### config.mk
export PLATFORM = sky130hd
export DESIGN_NAME = temp_alert_ctrl
export DESIGN_NICKNAME = d
export VERILOG_FILES = /design/src/rtl/temp_alert_pkg.sv /design/src/rtl/tac_status_bank.sv /design/src/rtl/tac_cfg_regs.sv /design/src/rtl/tac_alert_drive.sv /design/src/rtl/temp_alert_ctrl.sv
export SDC_FILE = /design/constraint.sdc
export NUM_CORES = 1
export LEC_CHECK = 0
export BUFFER_PORTS_ARGS = -buffer_cell sky130_fd_sc_hd__buf_2
export CAP_MARGIN = 15
export CORE_MARGIN = 1.5
export CORE_UTILIZATION = 45
export DETAILED_ROUTE_END_ITERATION = 8
export MAX_ROUTING_LAYER = met4
export PLACE_DENSITY_LB_ADDON = 0.05
export SLEW_MARGIN = 20
export SYNTH_ARGS = -nofsm -noshare
export SYNTH_HDL_FRONTEND = slang
export SYNTH_SLANG_ARGS = --single-unit
### constraint.sdc
create_clock -name clk_i -period 2.2 [get_ports clk_i]
set_input_delay 0.33 -clock clk_i [delete_from_list [all_inputs] [get_ports clk_i]]
set_output_delay 0.33 -clock clk_i [all_outputs]
set_load 0.1 [all_outputs]
### src/rtl/temp_alert_pkg.sv
package temp_alert_pkg;
  localparam int unsigned REG_W    = 8;
  localparam int unsigned ADDR_W   = 8;
  localparam int unsigned BUSY_BIT = 7;
  localparam int unsigned OPEN_BIT = 2;
  localparam int unsigned MASK_BIT = 7;
  localparam int unsigned MODE_BIT = 0;

  typedef enum logic {
    MODE_INTR = 1'b0,
    MODE_CMP  = 1'b1
  } alert_mode_e;
endpackage

### src/rtl/tac_status_bank.sv
module tac_status_bank #(
  parameter int unsigned REG_W    = 8,
  parameter int unsigned BUSY_BIT = 7
) (
  input  logic             clk_i,
  input  logic             rst_ni,
  input  logic [REG_W-1:0] cond_i,
  input  logic             conv_done_i,
  input  logic             busy_i,
  input  logic             clr_i,
  output logic [REG_W-1:0] status_o,
  output logic [REG_W-1:0] cur_o
);
  for (genvar b = 0; b < REG_W; b++) begin : g_bit
    if (b == BUSY_BIT) begin : g_busy
      assign status_o[b] = busy_i;
      assign cur_o[b]    = 1'b0;
    end else begin : g_flag
      logic flag_q, cur_q;
      always_ff @(posedge clk_i or negedge rst_ni) begin
        if (!rst_ni) begin
          flag_q <= 1'b0;
          cur_q  <= 1'b0;
        end else begin
          // new flags win over the read clear
          flag_q <= (flag_q & ~clr_i) | (conv_done_i & cond_i[b]);
          if (conv_done_i) cur_q <= cond_i[b];
        end
      end
      assign status_o[b] = flag_q;
      assign cur_o[b]    = cur_q;
    end
  end

  assert_clear_on_read_R5: assert property (@(posedge clk_i) disable iff (!rst_ni)
    (clr_i && !conv_done_i) |=> ((status_o & ~(REG_W'(1) << BUSY_BIT)) == '0));
  assert_new_flags_win_R9: assert property (@(posedge clk_i) disable iff (!rst_ni)
    (clr_i && conv_done_i) |=>
      ((status_o & ~(REG_W'(1) << BUSY_BIT)) == ($past(cond_i) & ~(REG_W'(1) << BUSY_BIT))));
endmodule

### src/rtl/tac_cfg_regs.sv
module tac_cfg_regs #(
  parameter int unsigned    REG_W     = 8,
  parameter int unsigned    ADDR_W    = 8,
  parameter int unsigned    MASK_BIT  = 7,
  parameter logic [ADDR_W-1:0] CFG_ADDR  = 8'h09,
  parameter logic [ADDR_W-1:0] ACFG_ADDR = 8'hBF
) (
  input  logic              clk_i,
  input  logic              rst_ni,
  input  logic              wr_i,
  input  logic [ADDR_W-1:0] addr_i,
  input  logic [REG_W-1:0]  wdata_i,
  input  logic              mask_set_i,
  output logic [REG_W-1:0]  cfg_o,
  output logic [REG_W-1:0]  acfg_o
);
  logic wr_cfg, wr_acfg;
  assign wr_cfg  = wr_i && (addr_i == CFG_ADDR);
  assign wr_acfg = wr_i && (addr_i == ACFG_ADDR);

  always_ff @(posedge clk_i or negedge rst_ni) begin
    if (!rst_ni) begin
      cfg_o  <= '0;
      acfg_o <= '0;
    end else begin
      if (wr_cfg)          cfg_o <= wdata_i;
      else if (mask_set_i) cfg_o[MASK_BIT] <= 1'b1;
      if (wr_acfg)         acfg_o <= wdata_i;
    end
  end

  assert_mask_clear_by_write_R8: assert property (@(posedge clk_i) disable iff (!rst_ni)
    ($past(cfg_o[MASK_BIT]) && !cfg_o[MASK_BIT]) |-> $past(wr_cfg));
endmodule

### src/rtl/tac_alert_drive.sv
module tac_alert_drive
  import temp_alert_pkg::*;
#(
  parameter int unsigned REG_W    = 8,
  parameter int unsigned BUSY_BIT = 7,
  parameter int unsigned OPEN_BIT = 2
) (
  input  alert_mode_e      mode_i,
  input  logic             mask_i,
  input  logic [REG_W-1:0] status_i,
  input  logic [REG_W-1:0] cur_i,
  output logic             qual_o,
  output logic             alert_oe_o
);
  localparam logic [REG_W-1:0] EXCL = (REG_W'(1) << BUSY_BIT) | (REG_W'(1) << OPEN_BIT);
  localparam logic [REG_W-1:0] QUAL = ~EXCL;

  logic cmp_hit;
  assign qual_o  = |(status_i & QUAL);
  assign cmp_hit = |(cur_i & QUAL);

  always_comb begin
    unique case (mode_i)
      MODE_CMP:  alert_oe_o = cmp_hit & ~mask_i;
      default:   alert_oe_o = qual_o & ~mask_i;
    endcase
  end
endmodule

### src/rtl/temp_alert_ctrl.sv
module temp_alert_ctrl
  import temp_alert_pkg::*;
#(
  parameter int unsigned REG_W    = temp_alert_pkg::REG_W,
  parameter int unsigned ADDR_W   = temp_alert_pkg::ADDR_W,
  parameter logic [ADDR_W-1:0] STATUS_ADDR = 8'h02,
  parameter logic [ADDR_W-1:0] CFG_ADDR    = 8'h09,
  parameter logic [ADDR_W-1:0] ACFG_ADDR   = 8'hBF
) (
  input  logic              clk_i,
  input  logic              rst_ni,
  input  logic [REG_W-1:0]  cond_i,
  input  logic              conv_done_i,
  input  logic              busy_i,
  input  logic              rd_i,
  input  logic              wr_i,
  input  logic [ADDR_W-1:0] addr_i,
  input  logic [REG_W-1:0]  wdata_i,
  output logic [REG_W-1:0]  rdata_o,
  output logic [REG_W-1:0]  cfg_o,
  output logic              alert_oe_o
);
  logic [REG_W-1:0] status, cur, acfg;
  logic             status_rd, mask_set, qual;
  alert_mode_e      mode;

  assign mode      = alert_mode_e'(acfg[MODE_BIT]);
  assign status_rd = rd_i && (addr_i == STATUS_ADDR);
  assign mask_set  = status_rd && (mode == MODE_INTR) && qual;

  tac_status_bank #(.REG_W(REG_W), .BUSY_BIT(BUSY_BIT)) u_status (
    .clk_i, .rst_ni, .cond_i, .conv_done_i, .busy_i,
    .clr_i(status_rd), .status_o(status), .cur_o(cur)
  );

  tac_cfg_regs #(.REG_W(REG_W), .ADDR_W(ADDR_W), .MASK_BIT(MASK_BIT),
                 .CFG_ADDR(CFG_ADDR), .ACFG_ADDR(ACFG_ADDR)) u_cfg (
    .clk_i, .rst_ni, .wr_i, .addr_i, .wdata_i,
    .mask_set_i(mask_set), .cfg_o, .acfg_o(acfg)
  );

  tac_alert_drive #(.REG_W(REG_W), .BUSY_BIT(BUSY_BIT), .OPEN_BIT(OPEN_BIT)) u_drive (
    .mode_i(mode), .mask_i(cfg_o[MASK_BIT]), .status_i(status), .cur_i(cur),
    .qual_o(qual), .alert_oe_o
  );

  always_comb begin
    if (addr_i == STATUS_ADDR)    rdata_o = status;
    else if (addr_i == CFG_ADDR)  rdata_o = cfg_o;
    else if (addr_i == ACFG_ADDR) rdata_o = acfg;
    else                          rdata_o = '0;
  end

  assert_mask_on_read_R7: assert property (@(posedge clk_i) disable iff (!rst_ni)
    (status_rd && !wr_i && mode == MODE_INTR && qual) |=> cfg_o[MASK_BIT]);
  assert_masked_quiet_R8: assert property (@(posedge clk_i) disable iff (!rst_ni)
    cfg_o[MASK_BIT] |-> !alert_oe_o);
  assert_release_on_read_R10: assert property (@(posedge clk_i) disable iff (!rst_ni)
    (status_rd && !wr_i && !conv_done_i && mode == MODE_INTR) |=>
      (!alert_oe_o || $past(wr_i)));
  assert_open_quiet_R11: assert property (@(posedge clk_i) disable iff (!rst_ni)
    (mode == MODE_INTR && !qual) |-> !alert_oe_o);
endmodule

==> flow_metrics.py, run 1 <==
metrics = {
    "run_status": {
        "status": "finished, violations left",
        "violations": "negative setup slack",
    },
    "power_and_ir_drop": {
        "p_leak_nw": 0.937,
        "power_w": 0.00118,
        "ir_drop_mv": 0.489,
        "p_per_area_mw_per_mm2": 633,
    },
    "clocking": {
        "cts_hold_buf": 0,
        "cts_num_sinks": 29,
        "cts_max_level": 2,
        "cts_root_buf": "clkbuf_4",
        "path_clk_slew_ps": 90,
        "insertion_delay_ps": 330,
        "clk_path_buf_depth": 2,
        "cts_buffers": 5,
        "cts_tree": "done",
    },
    "sta": {
        "hold_violations": 0,
        "setup_viol": 1,
        "worst_slack_ps": -25.3,
        "tightest_slew_ps": 650,
        "skew_ps": 8.18,
        "fin_crit_ps": 2230,
        "rsz0062_at_grt": "true",
        "finalCritPeriodShare": 1.01,
        "hold_ws_ps": 15.2,
        "tns_ps": -25.3,
        "max_freq_mhz": 449,
        "slew_violations": 0,
        "relSlewSlack": 0.567,
    },
    "route": {
        "drc": 0,
        "first_iter_violations": 65,
        "drtAntennaViolNets": 0,
        "wirelength_um": 3150,
        "vias": 1052,
        "post_drt_wl_per_cell_um": 17.2,
        "via_per_inst": 5.75,
        "firstDrtPassIters": 7,
    },
    "grt": {
        "antenna_found_initial": 0,
        "grt_max_degree": 30,
        "grt_usage": 0.221,
        "first_global_vias": 1107,
        "grt_pass1_wl_um": 5220,
        "overflow": 0,
    },
    "layout": {
        "n_fill_cell": 226,
        "multi_input_area_um2": 574,
        "num-nets-final": 181,
        "syn2layout_area_growth_pct": 39.1,
        "design_area_mm2": 0.00186,
        "utilization": 0.668,
        "diodes": 0,
        "ff_latch_area_um2": 726,
        "layout-drive-gt1-share": 0.632,
    },
    "yosys": {
        "ys_seq_elements": 29,
        "synth_ff_type": "dfrtp_1",
        "synth_commonest_cells": "dfrtp_1, mux2_2, a222oi_1, inv_1",
        "async_flop_share": 1.00,
        "synth_edf_count": 0,
        "synth_area_leaders": "dfrtp_1, mux2_2, mux2_4",
        "yosys_warnings": 0,
        "syn-num-nets": 126,
        "synth.top_cell.area_share": 0.544,
        "syn_area_mm2": 0.00134,
        "yosysSeqAreaShare": 0.544,
        "synth_most_common_cell": "dfrtp_1",
        "netlist_instances": 96,
        "synth_cell_types": 25,
        "avgSynthCellArea_um2": 13.9,
        "yosysTopAreaCell": "dfrtp_1",
    },
    "placement": {
        "dp_hpwl_um": 2260,
        "portBuffers": 45,
        "gp_congestion": 0.734,
        "dpl_cell_area_mm2": 0.00174,
    },
    "floorplan": {
        "core_mm2": 0.00278,
        "start_util": 0.480,
        "die_area_mm2": 0.00330,
        "rows": 19,
        "die_x_um": 57.5,
        "ioPinCount": 47,
        "die_y_um": 57.5,
    },
    "critical_path": {
        "start_kind": "flop",
        "cp-end-kind": "output port",
        "critical_path_class": "reg2out",
        "arrival_ps": 1900,
        "worstPathRequired_ps": 1870,
        "cp_max_fo": 2,
    },
    "hold_path": {
        "hold_path.class": "in2async",
    },
    "run": {
        "maxCapViolations": 0,
    },
}
-- per-layer routing --
metal  part of all wire  vias up  routed length, um  GRT usage
met5                  0        -                  0          -
met4              0.016        0                 49     0.0598
met3              0.065        7                204     0.0771
met2               0.51       35               1590      0.360
met1               0.41      527               1300      0.260
li1                   -      483                  -          -
-- layout make-up --
cell class,instances,area share
clock buffers,7,0.0350
clock inverters,1,0.00270
inverters,8,0.0162
multi-input cells,56,0.309
flip-flops and latches,29,0.391
well taps,31,0.0209
repair buffers,51,0.225
-- critical path, stage by stage (launching register included) --
cell and delay, ps:
dfrtp_1 390, or4_4 530, o31a_1 250, o21ba_2 230, buf_12 160
-- cell families after synthesis --
group           synth area share
compound gates             0.132
buf+inv                   0.0394
flops                      0.544
mux                        0.197
simple gates              0.0881
-- final timing paths --
check                                                startpoint                         endpoint  slack (ps)  depth (start not counted)
worst max-delay path             u_status.g_bit[5].g_flag.cur_q                       alert_oe_o         -30                          4
worst min-delay path                                     rst_ni  u_status.g_bit[0].g_flag.flag_q          20                          1
worst max register to register  u_status.g_bit[6].g_flag.flag_q                   u_cfg.cfg_o[7]         930                          4
worst min register to register                  u_cfg.acfg_o[5]                  u_cfg.acfg_o[5]         510                          1
max in group asynchronous                                rst_ni  u_status.g_bit[5].g_flag.flag_q        1760                          1
min in group clk_i                                    cond_i[1]  u_status.g_bit[1].g_flag.flag_q         230                          2
-- cell usage in the layout, fill, tap and decap left out, types with 3 or more instances in the layout --
cell	netlist	final
clkbuf_4	0	5
dfrtp_1	29	29
mux2_4	7	7
mux2_2	14	14
buf_2	0	34
buf_12	0	9
a22o_1	7	7
a222oi_1	8	8
inv_2	0	8
buf_4	1	6
or4_4	2	3
-- through the flow --
stage	worst slack [ps]	instances
2_1_floorplan	-17.6	96
5_1_grt	-88.4	183
3_5_place_dp	-152	174
3_3_place_gp	-105	174
6_report	-25.3	183
4_1_cts	-33.4	183
-- sequential cells by signal, summed over array words and instances, names as in the netlist --
signal / flops
u_status.g_bit.g_flag.flag_q: 7
u_status.g_bit.g_flag.cur_q: 6
u_cfg.acfg_o: 8
u_cfg.cfg_o: 8
-- report_power, final --
group	internal [W]	switching [W]	leakage, nW
Sequential	0.000560	0.0000192	0.352
Combinational	0.0000781	0.000148	0.544
Clock	0.000185	0.000185	0.0413
Total	0.000823	0.000352	0.937
-- what timing repair did --
item,CTS,global route
setup endpoints to repair,9,9
pin swaps,1,2
setup buffers,1,0
resized for setup,5,3
hold endpoints to repair,0,0
Power figures use the tool's default switching activity.
==> run 2, diff against run 1 <==
--- a/config.mk
+++ b/config.mk
@@ -15,4 +15,5 @@
 export SLEW_MARGIN = 20
 export SYNTH_ARGS = -nofsm -noshare
 export SYNTH_HDL_FRONTEND = slang
+export SYNTH_HIERARCHICAL = 1
 export SYNTH_SLANG_ARGS = --single-unit
==> flow_metrics.py, run 2 <==
metrics = {
    "sta": {
        "relSlewSlack": 0.578,
        "rsz0062_at_grt": "false",
        "finalCritPeriodShare": 0.972,
        "hold_ws_ps": 3.90,
        "fin_crit_ps": 2140,
        "setup_viol": 0,
        "max_freq_mhz": 467,
        "tightest_slew_ps": 633,
        "tns_ps": 0,
        "skew_ps": 14.2,
        "slew_violations": 0,
        "hold_violations": 0,
    },
    "layout": {
        "syn2layout_area_growth_pct": 25.4,
        "reg_top3": "u_cfg/acfg_o: 8 flops, u_cfg/cfg_o: 8 flops, u_status/g_bit.g_flag.flag_q: 7 flops",
        "diodes": 0,
        "final_cell_mix": "buf_2, dfrtp_1, inv_1, mux2_2, o21ai_0",
        "final_cells": 229,
        "num-nets-final": 214,
        "n_fill_cell": 289,
        "layout-drive-gt1-share": 0.481,
        "final_common_cell": "buf_2",
    },
    "route": {
        "firstDrtPassIters": 4,
        "drtAntennaViolNets": 0,
        "post_drt_wl_per_cell_um": 14.2,
        "wirelength_um": 3260,
        "drc": 0,
        "via_per_inst": 5.15,
        "first_iter_violations": 32,
        "vias": 1179,
    },
    "floorplan": {
        "die_area_mm2": 0.00375,
        "start_util": 0.488,
        "die_y_um": 61.2,
        "rows": 20,
        "ioPinCount": 47,
        "die_x_um": 61.2,
        "core_mm2": 0.00313,
    },
    "grt": {
        "antenna_found_initial": 0,
        "grt_max_degree": 30,
        "first_global_vias": 1225,
        "grt_usage": 0.209,
        "overflow": 0,
        "grt_pass1_wl_um": 5330,
    },
    "critical_path": {
        "arrival_ps": 1810,
        "worstPathRequired_ps": 1870,
        "cp_max_fo": 8,
        "critical_path_class": "in2out",
        "start_kind": "input port",
        "cp-end-kind": "output port",
    },
    "placement": {
        "dp_hpwl_um": 2430,
        "portBuffers": 45,
        "place_inst": 221,
        "gp_congestion": 0.711,
    },
    "clocking": {
        "cts_max_level": 2,
        "cts_hold_buf": 0,
        "path_clk_slew_ps": 100,
        "clk_path_buf_depth": 2,
        "cts_resized": 0,
        "cts_root_buf": "clkbuf_4",
        "cts_num_sinks": 29,
        "insertion_delay_ps": 330,
        "cts_tree": "done",
        "post-cts-setup-buffer-count": 0,
        "cts_buffers": 5,
    },
    "run_status": {
        "status": "finished, final reports clean",
    },
    "power_and_ir_drop": {
        "ir_drop_mv": 0.403,
        "p_leak_nw": 1.01,
        "p_per_area_mw_per_mm2": 593,
    },
    "yosys": {
        "netlist_instances": 143,
        "avgSynthCellArea_um2": 10.7,
        "syn_area_mm2": 0.00153,
        "yosys_warnings": 6,
        "syn-num-nets": 173,
    },
    "hold_path": {
        "hold_path.class": "in2async",
    },
    "run": {
        "maxCapViolations": 0,
    },
}
[run 2: area by class of cell]
class / count / area (um^2) / share of cell area
Tap cell: 44 / 55.1 / 0.0288
Inverter: 22 / 82.6 / 0.0431
Timing Repair Buffer: 51 / 390 / 0.204
Clock buffer: 7 / 65.1 / 0.0340
Clock inverter: 1 / 5.00 / 0.00261
Multi-Input combinational cell: 75 / 591 / 0.308
Sequential cell: 29 / 726 / 0.379
[run 2: per-layer routing]
metal,GRT usage,share of wire
met3,0.0672,0.049
met5,-,0
met2,0.362,0.52
met1,0.218,0.42
met4,0.0870,0.0055
[run 2: where the power goes]
group / switching (W) / total [W] / internal, W
sequential: 0.0000173 / 0.000576 / 0.000559
clock: 0.000186 / 0.000370 / 0.000185
combinational: 0.000136 / 0.000189 / 0.0000526
[run 2: critical path, stage by stage]
cell     delay, ps
buf_2          120
or4_4          560
nor4_4         210
buf_4          210
a221o_2        200
buf_12         170
[run 2: stage by stage]
step                      worst slack [ps]  power, W  area [um^2]   util
final                                 60.8   0.00114         1910  0.612
after floorplan                      -29.6  0.000726         1540      -
after global placement                43.5  0.000771         1840  0.588
after CTS                             37.8   0.00115         1910  0.611
after detailed placement              39.8  0.000776         1840  0.588
after global routing                 0.904   0.00119         1910  0.612
[run 2: worst paths after layout]
check,start,to,cells past startpoint,slack [ps]
max,addr_i[4],rdata_o[2],6,60
min reg2reg,u_cfg/acfg_o[4],u_cfg/acfg_o[4],1,520
max reg2reg,u_status/g_bit[6].g_flag.flag_q,u_cfg/cfg_o[7],5,950
min in group clk_i,cond_i[2],u_status/g_bit[2].g_flag.flag_q,3,210
min,rst_ni,u_status/g_bit[1].g_flag.cur_q,1,4
max in group asynchronous,rst_ni,u_cfg/acfg_o[4],1,1770
